--- src/rtl/carry4_seg.sv ---
module carry4_seg (
  input  logic       ci,
  input  logic [3:0] prop,
  input  logic [3:0] gen,
  output logic [3:0] sum,
  output logic [3:0] carry,
  output logic       co
);
  localparam int N = 4;

  logic [N:0] c;
  assign c[0] = ci;

  for (genvar i = 0; i < N; i++) begin : g_bit
    assign c[i+1] = prop[i] ? c[i] : gen[i];
    assign sum[i] = prop[i] ^ c[i];
  end

  assign carry = c[N:1];
  assign co    = c[N];

  always_comb begin
    if (&prop) begin
      AST_PASS_THROUGH: assert (co == ci && sum == {N{~ci}})
        else $error("segment pass-through broken");
    end
    if (prop == '0) begin
      AST_NO_PROPAGATE: assert (co == gen[N-1] && sum == {carry[N-2:0], ci})
        else $error("segment kill behaviour broken");
    end
  end
endmodule

--- src/rtl/carry_column.sv ---
module carry_column #(
  parameter int SEGS = 4
) (
  input  logic [4*SEGS-1:0] op_a,
  input  logic [4*SEGS-1:0] op_b,
  input  logic              invert_b,
  input  logic              carry_init,
  output logic [4*SEGS-1:0] result,
  output logic              carry_out,
  output logic              overflow,
  output logic [SEGS-1:0]   seg_carry
);
  localparam int W = 4 * SEGS;

  logic [W-1:0]  b_eff;
  logic [W-1:0]  bit_carry;
  logic [SEGS:0] link;

  assign b_eff   = op_b ^ {W{invert_b}};
  assign link[0] = carry_init;

  for (genvar k = 0; k < SEGS; k++) begin : g_seg
    carry4_seg u_seg (
      .ci    (link[k]),
      .prop  (op_a[4*k+3:4*k] ^ b_eff[4*k+3:4*k]),
      .gen   (op_a[4*k+3:4*k]),
      .sum   (result[4*k+3:4*k]),
      .carry (bit_carry[4*k+3:4*k]),
      .co    (link[k+1])
    );
    assign seg_carry[k] = link[k+1];
  end

  assign carry_out = link[SEGS];
  assign overflow  = bit_carry[W-1] ^ bit_carry[W-2];

  logic [W:0] ref_sum;
  assign ref_sum = {1'b0, op_a} + {1'b0, b_eff} + {{W{1'b0}}, carry_init};

  always_comb begin
    AST_WORD_SUM: assert ({carry_out, result} == ref_sum)
      else $error("column sum mismatch");
    AST_OVERFLOW: assert (overflow == ((op_a[W-1] == b_eff[W-1]) && (result[W-1] != op_a[W-1])))
      else $error("overflow flag mismatch");
  end

  for (genvar k = 0; k < SEGS; k++) begin : g_chk
    localparam int LW = 4 * (k + 1);
    logic [LW:0] part;
    assign part = {1'b0, op_a[LW-1:0]} + {1'b0, b_eff[LW-1:0]} + {{LW{1'b0}}, carry_init};
    always_comb begin
      AST_SEG_BOUNDARY: assert (seg_carry[k] == part[LW])
        else $error("segment boundary carry mismatch");
    end
  end
endmodule

--- config.mk ---
export PLATFORM = sky130hd
export DESIGN_NAME = carry_column
export DESIGN_NICKNAME = d
export VERILOG_FILES = /design/src/rtl/carry4_seg.sv /design/src/rtl/carry_column.sv
export SDC_FILE = /design/constraint.sdc
export NUM_CORES = 1
export LEC_CHECK = 0
export ABC_AREA = 1
export CORE_MARGIN = 2
export CORE_UTILIZATION = 25
export DETAILED_ROUTE_END_ITERATION = 8
export DONT_BUFFER_PORTS = 1
export GPL_ROUTABILITY_DRIVEN = 0
export PLACE_DENSITY = 0.44
export RECOVER_POWER = 25
export SLEW_MARGIN = 20
export SYNTH_ARGS = -nofsm -noshare
export SYNTH_HDL_FRONTEND = slang
export SYNTH_SLANG_ARGS = --single-unit
--- constraint.sdc ---
create_clock -name vclk -period 7.7
set_input_delay 0.385 -clock vclk [all_inputs]
set_output_delay 0.385 -clock vclk [all_outputs]
set_load 0.01 [all_outputs]
Word level (Yosys, flattened, before mapping)
Index checks and enable logic that the tools add are counted.
- memory bits (writable): 0
- ROM bits: 0
- bits in registers: 0
- memories: 0
- latch bits: 0
- output and inout port bits: 22
- word-level logic and storage cells: 38
- mux-type cells: 16
- shift-type cells: 0
- divide/modulo/power cells: 0
- eq/ne operators: 0
- $lt $le $gt $ge: 0
- bitwise gates (word level): 22
- add/subtract/negate cells: 0
- reductions and logical operators: 0
- multiply operators: 0
- operator list (cell ; number):
    1-bit XOR ; 17
    1-bit two-way mux ; 16
    16-bit XOR ; 1
    4-bit XOR ; 4

Longest topological paths before layout
- word-level depth: 19
- gate-level depth with buffers: 37
- gate-level depth less buffers: 35

Modules after synthesis
From an unflattened synthesis, not the netlist that was laid out.
- cell total of the unflattened synthesis: 274
- area, all modules: 1292.5 sq um
- modules (own cells, without submodules) (module ; area each (sq um) ; instances ; cells an instance):
    carry4_seg ; 176.4 ; 4 ; 35
    carry_column ; 586.8 ; 1 ; 134

Least setup slack after synthesis
No wires, ideal clock.
- path kind: input to output
- start: input port invert_b
- end: output port seg_carry[3]
- stages: 37
- path slack: 4.248 ns
- arrival: 3.067 ns
- required time: 7.315 ns
- path through: buf_6 -> inv_2 -> nand2_1 -> nand3_1 -> nand3_2 -> nand2_1 -> nand2_2 -> nand2_2 -> nand2_2 -> nand2_2 -> nand2_2 -> nand2_2 -> nand2_2 -> nand2_2 -> nand2_2 -> nand2_2 -> nand2_2 -> nand2_1 -> nand2_2 -> nand2_2 -> nand2_2 -> nand2_1 -> nand2_2 -> nand2_2 -> nand2_2 -> nand2_1 -> nand2_2 -> nand2_2 -> nand2_2 -> nand2_1 -> nand2_2 -> nand2_2 -> nand2_2 -> nand2_1 -> inv_1 -> fa_1 -> buf_4
- cells in the longest elaborated chain, start to end: 18
- ends and longest elaborated chain (item ; RTL line ; RTL):
    start: declaration ; carry_column.sv:6 ; input logic invert_b,
    16-bit XOR (*) ; carry_column.sv:19 ; assign b_eff = op_b ^ {W{invert_b}};
    4-bit XOR ; carry_column.sv:25 ; .prop (op_a[4*k+3:4*k] ^ b_eff[4*k+3:4*k]),
    1-bit two-way mux (15 in a row) ; carry4_seg.sv:15 ; assign c[i+1] = prop[i] ? c[i] : gen[i];
    1-bit two-way mux (*) ; carry4_seg.sv:15 ;
    end: declaration ; carry_column.sv:11 ; output logic [SEGS-1:0] seg_carry
Mark *: on every way between the ends. The rest lies on a longest branch, timed or not.

Worst setup path in the final report
- start: input port op_b[0]
- end: output port result[15]
- cells in the longest elaborated chain, start to end: 18
- ends and longest elaborated chain (item ; RTL line ; RTL):
    start: declaration ; carry_column.sv:5 ; input logic [4*SEGS-1:0] op_b,
    16-bit XOR ; carry_column.sv:19 ;
    4-bit XOR ; carry_column.sv:25 ;
    1-bit two-way mux (15 in a row) ; carry4_seg.sv:15 ;
    1-bit XOR ; carry4_seg.sv:16 ; assign sum[i] = prop[i] ^ c[i];
    end: declaration ; carry_column.sv:8 ; output logic [4*SEGS-1:0] result,
No other way between the ends.

==> impl_metrics.csv <==
group,metric,value,unit
floorplan,coreArea,3610,um^2
synthesis,post-synth-top-area-cell,"nand2_1",
worst_hold_path,holdCritStartpoint,"carry_init",
synthesis,synth_seq_area_share,0,
layout,fin_util,0.254,
detailed_routing,drtIter0Drc,12,
layout,clock_buffer_count,0,
worst_hold_path,hold_path.class,"primary input to primary output",
worst_hold_path,hold_path_depth,2,
layout,ff_latch_area,0,um^2
synthesis,netlist_area,918,um^2
pwr,p_switching,0.0592,mW
global_route,grt_first_pass_wirelength,2830,um
detailed_routing,num_vias,820,
worst_setup_path,criticalPathCategory,"primary input to primary output",
floorplan,start_util,0.255,
worst_setup_path,cp.required,7320,ps
detailed_routing,drtPass1Iterations,4,
layout,nFlopsAndLatches,0,
sta,finalSetupViolCount,0,
layout,nets,196,
placed_design,place_area,932,um^2
floorplan,fp.dieArea,4170,um^2
sta,max_freq,279,MHz
floorplan,die_h,64.6,um
pwr,p_comb_frac,1.000,
outcome,status,"complete, no violations",
pwr,leakage,0.594,nW
floorplan,fp-row-count,22,
synthesis,post-synth-top-area-fraction,0.200,
worst_setup_path,worstPathArrival,3190,ps
sta,fin_ws,4120,ps
global_route,grt_overflow,0,
worst_setup_path,critPathMostFrequentCell,"nand2_2",
sta,slew_headroom,0.841,
clock_tree,cts_setup_buffers,0,
pwr,power.density,100,nW/um^2
pwr,internal_power,0.0325,mW
synthesis,syn_nets,200,
sta,worstMarginPinSlew,237,ps
detailed_routing,wl_per_cell,7.90,um
worst_setup_path,max_stage_delay,530,ps
detailed_routing,drt_wl_total,1630,um
global_route,grt_use_total,0.0779,
global_route,grt_max_degree,20,
sta,hold_viol,0,
global_route,grt_pass1_vias,752,
synthesis,ys_types,18,
sta,min_period,3580,ps
pwr,max-vdd-ir-drop,0.0277,mV
sta,post-route-period-util,0.465,
synthesis,syn_area_per_cell,5.60,um^2
worst_setup_path,crit_fanout,4,
layout,diodes,0,
layout,final_cell_area,917,um^2
clock_tree,cts_resized,0,
pwr,power_frac_clock,0,
pwr,p_sw_frac,0.646,
worst_setup_path,cp_slowest_cell,"fa_1",
global_route,antenna_found_initial,0,
floorplan,die_x,64.6,um
layout,mostFrequentLayoutCell,"nand2_1",
sta,setup_tns,0,ps
pwr,power.share.sequential,0,
sta,maxSlewViolCount,0,
worst_setup_path,end_kind,"primary output",
pwr,finalPower,0.0917,mW
layout,drive_gt1_frac,0.184,
worst_hold_path,hold_path_end,"result[0]",
detailed_routing,postRouteAntennaNets,0,
placed_design,dp_slack,4200,ps
clock_tree,hold_buffers,0,
detailed_routing,drc,0,
worst_setup_path,cp-start-kind,"primary input",
synthesis,yosysWarnings,0,
sta,rsz0062_at_grt,"no",
layout,area_delta_synth_final,-0.136,%
placed_design,portBuffers,0,
detailed_routing,avgViaCountPerCell,3.98,
synthesis,ys_top_cells_by_area,"nand2_1, nand2_2, inv_1, xnor2_1, xor2_1",
synthesis,syn_inst,164,
floorplan,pin_count,56,
layout,final_cell_mix,"nand2_1, inv_1, nand2_2, nand3_1, xnor2_1",
placed_design,hpwl,1520,um
job,cap_viol_max_count,0,
-- synthesized netlist by cell type --
cell,instances
xnor2_1,12
nand3_1,13
inv_1,35
fa_1,1
nand4_1,1
or2_2,3
inv_2,2
ha_1,1
nand3b_4,1
or2_1,1
nand3_2,1
xor2_1,11
nand2_1,49
buf_4,4
buf_6,1
xnor2_2,2
buf_2,1
nand2_2,25
-- area by class of cell --
cell class         instances  area, um^2
inverters                 37         139
multi-input cells        121         718
fillers                  429        2690
well taps                 48        60.1
-- worst max-delay path by stage --
stage	from	to	cells after the start	slack, ps
floorplan	invert_b	seg_carry[3]	37	4250
global placement	op_b[0]	result[15]	35	4200
detailed placement	op_b[0]	result[15]	35	4200
CTS	op_b[0]	result[15]	35	4190
global route	op_b[0]	result[15]	35	3730
finish	op_b[0]	result[15]	35	4120
-- metrics by stage --
stage          std cells  hold slack [ps]
5_1_grt              206              913
4_1_cts              206              903
2_1_floorplan        164              887
3_5_place_dp         206              902
6_report             206              899
3_3_place_gp         206              902
-- cells by family (layout without fill, tap and decap cells) --
group / after synthesis / in the layout / synth area share
xor+xnor: 25 / 25 / 0.255
fa+ha+maj: 2 / 2 / 0.0354
buf+inv: 43 / 37 / 0.202
simple gates: 94 / 94 / 0.508
-- layer usage --
metal  vias up  track usage  routed length, um
met5         -            0                  0
met4         0            0                  0
met3         0      0.00868                122
met2        24        0.163                799
met1       339       0.0880                705
li1        457            -                  -
-- worst max-delay path: cells and delay by family --
kind,cells,cell delay [ps]
buffers and inverters,2,100
adder cells (fa/ha/maj),1,530
AND/OR/NAND/NOR,32,2200
-- power groups by stage --
| stage | clock (mW) | sequential [mW] | combinational, mW |
|---|---|---|---|
| after floorplan | 0 | 0 | 0.0922 |
| after global placement | 0 | 0 | 0.0951 |
| after detailed placement | 0 | 0 | 0.0952 |
| after CTS | 0 | 0 | 0.0956 |
| after global routing | 0 | 0 | 0.104 |
| final | 0 | 0 | 0.0917 |
(Power assumes the default switching activity.)
